**config.mk**
```make
export PLATFORM = sky130hd
export DESIGN_NAME = pf_prefetch_align
export DESIGN_NICKNAME = d
export VERILOG_FILES = /design/src/rtl/pf_pkg.sv /design/src/rtl/pf_word_buf.sv /design/src/rtl/pf_fetch_seq.sv /design/src/rtl/pf_align.sv /design/src/rtl/pf_prefetch_align.sv
export SDC_FILE = /design/constraint.sdc
export NUM_CORES = 1
export LEC_CHECK = 0
export ABC_AREA = 1
export BUFFER_PORTS_ARGS = -buffer_cell sky130_fd_sc_hd__buf_2
export CAP_MARGIN = 40
export CORE_ASPECT_RATIO = 1.75
export CORE_MARGIN = 5
export CORE_UTILIZATION = 43
export CTS_CLUSTER_SIZE = 30
export DETAILED_ROUTE_END_ITERATION = 8
export GPL_TIMING_DRIVEN = 0
export PLACE_DENSITY = 0.75
export SETUP_SLACK_MARGIN = 0.3
export SLEW_MARGIN = 25
export SYNTH_ARGS = -nofsm -noshare
export SYNTH_HDL_FRONTEND = slang
export SYNTH_SLANG_ARGS = --single-unit
```
**constraint.sdc**
```tcl
create_clock -name clk_i -period 11.05 [get_ports clk_i]
set_input_delay 1.6575 -clock clk_i [delete_from_list [all_inputs] [get_ports clk_i]]
set_output_delay 1.6575 -clock clk_i [all_outputs]
set_load 0.02 [all_outputs]
```
**src/rtl/pf_pkg.sv**
```systemverilog
package pf_pkg;
  typedef logic [31:0] word_t;
  typedef logic [15:0] half_t;

  // 32-bit encoding when both low bits are set
  function automatic logic is_wide(input half_t h);
    return h[1:0] == 2'b11;
  endfunction
endpackage

```
**src/rtl/pf_word_buf.sv**
```systemverilog
module pf_word_buf
  import pf_pkg::*;
#(
  parameter int unsigned DEPTH = 2,
  parameter int unsigned CNT_W = $clog2(DEPTH + 1)
) (
  input  logic             clk_i,
  input  logic             rst_ni,
  input  logic             clear_i,
  input  logic             push_i,
  input  logic             pop_i,
  input  word_t            wdata_i,
  output word_t            data_o [DEPTH],
  output logic [CNT_W-1:0] count_o
);
  word_t            ent_q [DEPTH];
  word_t            ent_d [DEPTH];
  logic [CNT_W-1:0] cnt_q, cnt_d;

  always_comb begin
    for (int i = 0; i < DEPTH; i++) ent_d[i] = ent_q[i];
    cnt_d = cnt_q;
    if (pop_i && cnt_q != '0) begin
      for (int i = 0; i < DEPTH - 1; i++) ent_d[i] = ent_q[i + 1];
      cnt_d = cnt_q - 1'b1;
    end
    // pop with an empty buffer consumes the incoming word directly
    if (push_i && !(pop_i && cnt_q == '0)) begin
      for (int i = 0; i < DEPTH; i++)
        if (i == int'(cnt_d)) ent_d[i] = wdata_i;
      cnt_d = cnt_d + 1'b1;
    end
  end

  always_ff @(posedge clk_i or negedge rst_ni) begin
    if (!rst_ni) begin
      cnt_q <= '0;
      for (int i = 0; i < DEPTH; i++) ent_q[i] <= '0;
    end else if (clear_i) begin
      cnt_q <= '0;
    end else begin
      cnt_q <= cnt_d;
      for (int i = 0; i < DEPTH; i++) ent_q[i] <= ent_d[i];
    end
  end

  assign data_o  = ent_q;
  assign count_o = cnt_q;

  p_no_overflow_r10: assert property (@(posedge clk_i) disable iff (!rst_ni)
    (push_i && !pop_i && !clear_i) |-> (cnt_q < CNT_W'(DEPTH)));

  p_pop_has_word_r10: assert property (@(posedge clk_i) disable iff (!rst_ni)
    (pop_i && !clear_i) |-> (cnt_q != '0 || push_i));

  p_clear_empties_r7: assert property (@(posedge clk_i) disable iff (!rst_ni)
    clear_i |=> (cnt_q == '0));
endmodule

```
**src/rtl/pf_fetch_seq.sv**
```systemverilog
module pf_fetch_seq
  import pf_pkg::*;
#(
  parameter word_t       BOOT_ADDR = 32'h0000_0080,
  parameter int unsigned DEPTH     = 2,
  parameter int unsigned CNT_W     = $clog2(DEPTH + 1),
  parameter int unsigned OUT_MAX   = 4,
  parameter int unsigned OUT_W     = $clog2(OUT_MAX + 1)
) (
  input  logic             clk_i,
  input  logic             rst_ni,
  input  logic             redirect_i,
  input  word_t            redirect_pc_i,
  input  logic [CNT_W-1:0] buf_count_i,
  input  logic             pop_i,
  output logic             mem_req_o,
  output word_t            mem_addr_o,
  input  logic             mem_gnt_i,
  input  logic             mem_rvalid_i,
  output logic             resp_accept_o
);
  localparam int unsigned OCC_W = (OUT_W > CNT_W ? OUT_W : CNT_W) + 1;

  logic [OUT_W-1:0] out_q, drop_q, live;
  logic [OCC_W-1:0] occ;
  word_t            next_addr_q;
  logic             space_ok, cap_ok, fire;

  assign live = out_q - drop_q;

  always_comb begin
    occ      = OCC_W'(buf_count_i) + OCC_W'(live) - OCC_W'(pop_i);
    space_ok = redirect_i || (occ < OCC_W'(DEPTH));
    cap_ok   = out_q < OUT_W'(OUT_MAX);
  end

  assign mem_req_o     = space_ok && cap_ok;
  assign mem_addr_o    = redirect_i ? {redirect_pc_i[31:2], 2'b00} : next_addr_q;
  assign fire          = mem_req_o && mem_gnt_i;
  assign resp_accept_o = mem_rvalid_i && drop_q == '0 && !redirect_i;

  always_ff @(posedge clk_i or negedge rst_ni) begin
    if (!rst_ni) begin
      out_q       <= '0;
      drop_q      <= '0;
      next_addr_q <= {BOOT_ADDR[31:2], 2'b00};
    end else begin
      out_q <= out_q + OUT_W'(fire) - OUT_W'(mem_rvalid_i);
      if (redirect_i)
        drop_q <= out_q - OUT_W'(mem_rvalid_i);
      else if (mem_rvalid_i && drop_q != '0)
        drop_q <= drop_q - 1'b1;
      if (fire)
        next_addr_q <= mem_addr_o + 32'd4;
      else if (redirect_i)
        next_addr_q <= mem_addr_o;
    end
  end

  p_space_r10: assert property (@(posedge clk_i) disable iff (!rst_ni)
    (OCC_W'(buf_count_i) + OCC_W'(live)) <= OCC_W'(DEPTH));

  p_drop_bound_r7: assert property (@(posedge clk_i) disable iff (!rst_ni)
    drop_q <= out_q);

  p_redirect_req_r6: assert property (@(posedge clk_i) disable iff (!rst_ni)
    (redirect_i && out_q < OUT_W'(OUT_MAX)) |->
      (mem_req_o && mem_addr_o[1:0] == 2'b00 && mem_addr_o[31:2] == redirect_pc_i[31:2]));
endmodule

```
**src/rtl/pf_align.sv**
```systemverilog
module pf_align
  import pf_pkg::*;
#(
  parameter word_t       BOOT_ADDR = 32'h0000_0080,
  parameter int unsigned DEPTH     = 2,
  parameter int unsigned CNT_W     = $clog2(DEPTH + 1)
) (
  input  logic             clk_i,
  input  logic             rst_ni,
  input  logic             redirect_i,
  input  word_t            redirect_pc_i,
  input  word_t            buf_data_i [DEPTH],
  input  logic [CNT_W-1:0] buf_count_i,
  input  logic             resp_accept_i,
  input  word_t            resp_data_i,
  input  logic             ready_i,
  output logic             valid_o,
  output word_t            instr_o,
  output word_t            pc_o,
  output logic             pop_o
);
  word_t          pc_q, w0, w1;
  half_t          head;
  logic [CNT_W:0] avail;
  logic           wide, have, eats_word;

  always_comb begin
    avail = (CNT_W + 1)'(buf_count_i) + (CNT_W + 1)'(resp_accept_i);
    // window = buffered words followed by the word arriving now
    w0    = (buf_count_i != '0) ? buf_data_i[0] : resp_data_i;
    w1    = (buf_count_i > CNT_W'(1)) ? buf_data_i[1] : resp_data_i;
    head  = pc_q[1] ? w0[31:16] : w0[15:0];
    wide  = is_wide(head);
    if (!pc_q[1]) begin
      have      = avail != '0;
      eats_word = wide;
      instr_o   = wide ? w0 : {16'h0000, head};
    end else begin
      have      = wide ? (avail > (CNT_W + 1)'(1)) : (avail != '0);
      eats_word = 1'b1;
      instr_o   = wide ? {w1[15:0], head} : {16'h0000, head};
    end
  end

  assign valid_o = have && !redirect_i;
  assign pc_o    = pc_q;
  assign pop_o   = valid_o && ready_i && eats_word;

  always_ff @(posedge clk_i or negedge rst_ni) begin
    if (!rst_ni)
      pc_q <= BOOT_ADDR;
    else if (redirect_i)
      pc_q <= redirect_pc_i;
    else if (valid_o && ready_i)
      pc_q <= pc_q + (wide ? 32'd4 : 32'd2);
  end

  p_hold_r9: assert property (@(posedge clk_i) disable iff (!rst_ni)
    (valid_o && !ready_i && !redirect_i) |=>
      (redirect_i || (valid_o && $stable(instr_o) && $stable(pc_o))));

  p_comp_zext_r3: assert property (@(posedge clk_i) disable iff (!rst_ni)
    (valid_o && instr_o[1:0] != 2'b11) |-> (instr_o[31:16] == 16'h0000));
endmodule

```
**src/rtl/pf_prefetch_align.sv**
```systemverilog
module pf_prefetch_align
  import pf_pkg::*;
#(
  parameter word_t       BOOT_ADDR = 32'h0000_0080,
  parameter int unsigned OUT_MAX   = 4
) (
  input  logic        clk_i,
  input  logic        rst_ni,
  input  logic        redirect_i,
  input  logic [31:0] redirect_pc_i,
  output logic        mem_req_o,
  output logic [31:0] mem_addr_o,
  input  logic        mem_gnt_i,
  input  logic        mem_rvalid_i,
  input  logic [31:0] mem_rdata_i,
  output logic        instr_valid_o,
  input  logic        instr_ready_i,
  output logic [31:0] instr_o,
  output logic [31:0] instr_pc_o
);
  localparam int unsigned BUF_WORDS = 2;
  localparam int unsigned CNT_W     = $clog2(BUF_WORDS + 1);
  localparam int unsigned OUT_W     = $clog2(OUT_MAX + 1);

  word_t            buf_data [BUF_WORDS];
  logic [CNT_W-1:0] buf_count;
  logic             pop, resp_accept;

  pf_fetch_seq #(
    .BOOT_ADDR(BOOT_ADDR), .DEPTH(BUF_WORDS), .CNT_W(CNT_W),
    .OUT_MAX(OUT_MAX), .OUT_W(OUT_W)
  ) u_fetch (
    .clk_i, .rst_ni,
    .redirect_i, .redirect_pc_i,
    .buf_count_i  (buf_count),
    .pop_i        (pop),
    .mem_req_o, .mem_addr_o, .mem_gnt_i, .mem_rvalid_i,
    .resp_accept_o(resp_accept)
  );

  pf_word_buf #(.DEPTH(BUF_WORDS), .CNT_W(CNT_W)) u_buf (
    .clk_i, .rst_ni,
    .clear_i (redirect_i),
    .push_i  (resp_accept),
    .pop_i   (pop),
    .wdata_i (mem_rdata_i),
    .data_o  (buf_data),
    .count_o (buf_count)
  );

  pf_align #(.BOOT_ADDR(BOOT_ADDR), .DEPTH(BUF_WORDS), .CNT_W(CNT_W)) u_align (
    .clk_i, .rst_ni,
    .redirect_i, .redirect_pc_i,
    .buf_data_i   (buf_data),
    .buf_count_i  (buf_count),
    .resp_accept_i(resp_accept),
    .resp_data_i  (mem_rdata_i),
    .ready_i      (instr_ready_i),
    .valid_o      (instr_valid_o),
    .instr_o,
    .pc_o         (instr_pc_o),
    .pop_o        (pop)
  );

  p_flush_quiet_r6: assert property (@(posedge clk_i) disable iff (!rst_ni)
    redirect_i |-> !instr_valid_o);
endmodule

```
==> metrics <==
top cell type by total area after synthesis dfrtp_1; worst hold path class register to register; clock-pin slew on the worst setup and hold paths 0.05 ns; critical path peak fanout 10; initial antenna violation count 2; unrepaired setup endpoints after global routing false; nets 1,740; worst-margin pin slew 0.9516 ns; largest net degree at the start of global routing 85; yosys warns 0; clock tree root buffer cell clkbuf_16; final max-slew violation count 0; max_cap viols 0; fmax 0.1229 GHz; Resized cells post-CTS 0; Synth top area share 34.99%; vias in the first global route 10,360; Initial Util 43.42%; Pre-antenna DRT Iters 7; height of the die 207.5 um; post-synthesis sequential area ratio 35.54%; Num CTS Buffers 17; # setup viols final 0; DRC 0; DR vias 10,360; total track usage 27.96%; design area 11,380 um^2; worst skew pair latency 0.44 ns; total power 2950 uW; Lkg Pwr 0.006179 uW; slew margin rel. 35.89%; FF+latch count, synth 136; reg2reg start u_fetch.drop_q[1]; Cells after Synth 1,456; Worst VDD drop 0.0001151 V; GPL Wtd Cong 1.048; top post-synthesis cells by area dfrtp_1 (35%), nand2_1 (23%), inv_1 (7.8%), nand4_1 (5.0%), o21ai_0 (4.0%); setup repair bufs after CTS 0; DIE AREA 25,490 um^2; ys async rst share 100.0%; dpl hpwl 27.81 mm; CP startpoint kind input pin; Synth Flop Type dfrtp_1; hold path start u_buf.data_o[18]; htree depth 4; Worst Setup End Kind output pin; total negative slack 0 ns; die width 122.9 um; final worst path period share 73.62%; Clock Skew 0.01096 ns; unique cell type count in the Yosys netlist 40; clock sink total 136; layout cells sized above 1 15.53%; number of flops mapped to enable cells by yosys 0; io pins 168; fin crit period 8.135 ns; max incr delay on CP 0.52 ns; first-pass GRT wire length 54.38 mm; # rows 72; initial detailed-routing violation count 831; P per Cell Area 259.1 nW/um^2; final hold violation count 0; remaining antenna violation count 0; GR Overflow Total 0; WP data required 9.39 ns; Crit-path slowest cell nor2_1; Synth Cell Area 9584 um^2; Net Count, Synth 1,553; critical path class input pin to output pin; most frequent cells in the layout nand2_1 (577), inv_1 (198), buf_2 (194); Arr. time, crit path 6.48 ns; Max clock buf depth 2; CP startpoint redirect_i; Core Region 22,070 um^2; final wirelength 34.97 mm; hold-fix buffers at CTS 0; dpl cell area 10,830 um^2; Area Growth Syn to Fin 18.79%; commonest non-fill, non-tap cell in the layout nand2_1; Syn Area/Cell 6.583 um^2; outcome completed; Via density 5.303; wire per inst 17.89 um; PortBufs 167; CTS tree yes
## power breakdown
part           internal, uW  total [uW]  leakage, uW  switching, uW
Combinational           491        1580      0.00427           1090
Clock                   323         543     0.000271            220
Sequential              702         825      0.00164            123
Total                  1520        2950      0.00618           1430
## worst paths after layout
| check | endpoint | slack [ns] | cells past startpoint |
|---|---|---|---|
| min reg2reg | u_buf.data_o[18] | 0.47 | 2 |
| min in group asynchronous | u_buf.data_o[58] | 1.13 | 1 |
| max in group asynchronous | u_fetch.next_addr_q[7] | 9.06 | 2 |
| max reg2reg | u_fetch.out_q[1] | 4.87 | 29 |
| min | u_buf.data_o[18] | 0.47 | 2 |
| max | mem_req_o | 2.92 | 26 |
## cell families after synthesis
group | share of synthesized area, %
and+or+nand+nor | 36.31
buffers and inverters | 11.33
AOI/OAI and AO/OA | 8.512
DFF | 35.54
xor gates and xnor gates | 4.478
adders and majority gates | 3.838
## state kept, by name, indices dropped and copies added (netlist names)
signal               flops
u_buf.data_o            64
u_align.pc_o            32
u_fetch.next_addr_q     32
u_fetch.drop_q           3
u_fetch.out_q            3
u_buf.count_o            2
## per-layer routing
| metal | part of all wire (%) | vias up | track usage [%] |
|---|---|---|---|
| li1 | - | 4975 | - |
| met1 | 33 | 4793 | 26.77 |
| met2 | 53 | 465 | 51.88 |
| met3 | 5.8 | 129 | 4.771 |
| met4 | 7.9 | 0 | 19.91 |
| met5 | 0 | - | 0 |
## area by class of cell
class / count / area, um^2
diodes: 3 / 7.507
plain buffers: 71 / 324.1
clock buffers: 22 / 474.2
clock inverters: 9 / 75.07
fillers: 2215 / 10690
inverters: 203 / 762.0
multi-input cells: 1046 / 5092
flip-flops and latches: 136 / 3406
well taps: 296 / 370.4
repair buffers: 168 / 873.3
## worst max-delay path, delay by kind of cell
| family | cells | cell delay, ns |
|---|---|---|
| AOI/OAI and AO/OA | 2 | 0.31 |
| buffers and inverters | 8 | 1.43 |
| adders and majority gates | 4 | 1.29 |
| and+or+nand+nor | 12 | 1.80 |
## per-stage QoR
step | hold slack [ns] | utilization (%) | setup WS (ns) | cells
finish | 0.4675 | 51.58 | 2.915 | 1954
global route | 0.4867 | 51.56 | 2.637 | 1952
CTS | 0.4713 | 51.55 | 2.890 | 1951
detailed placement | 0.4582 | 49.06 | 2.911 | 1920
global placement | 0.4530 | 48.89 | 2.927 | 1919
floorplan | 0.4419 | - | 4.120 | 1456
## cell usage after synthesis, types with 3 or more instances
library cell,number
a21oi_1,28
a31oi_1,5
buf_1,7
buf_2,28
buf_4,6
clkbuf_1,30
dfrtp_1,134
fa_1,4
ha_1,23
inv_1,198
inv_2,5
nand2_1,577
nand2_2,6
nand3_1,52
nand4_1,77
nor2_1,68
nor2_2,3
nor3_1,27
o211ai_1,11
o21ai_0,77
o22ai_1,15
xnor2_1,19
xor2_1,30
No activity file was read; power rests on OpenSTA's default activity.
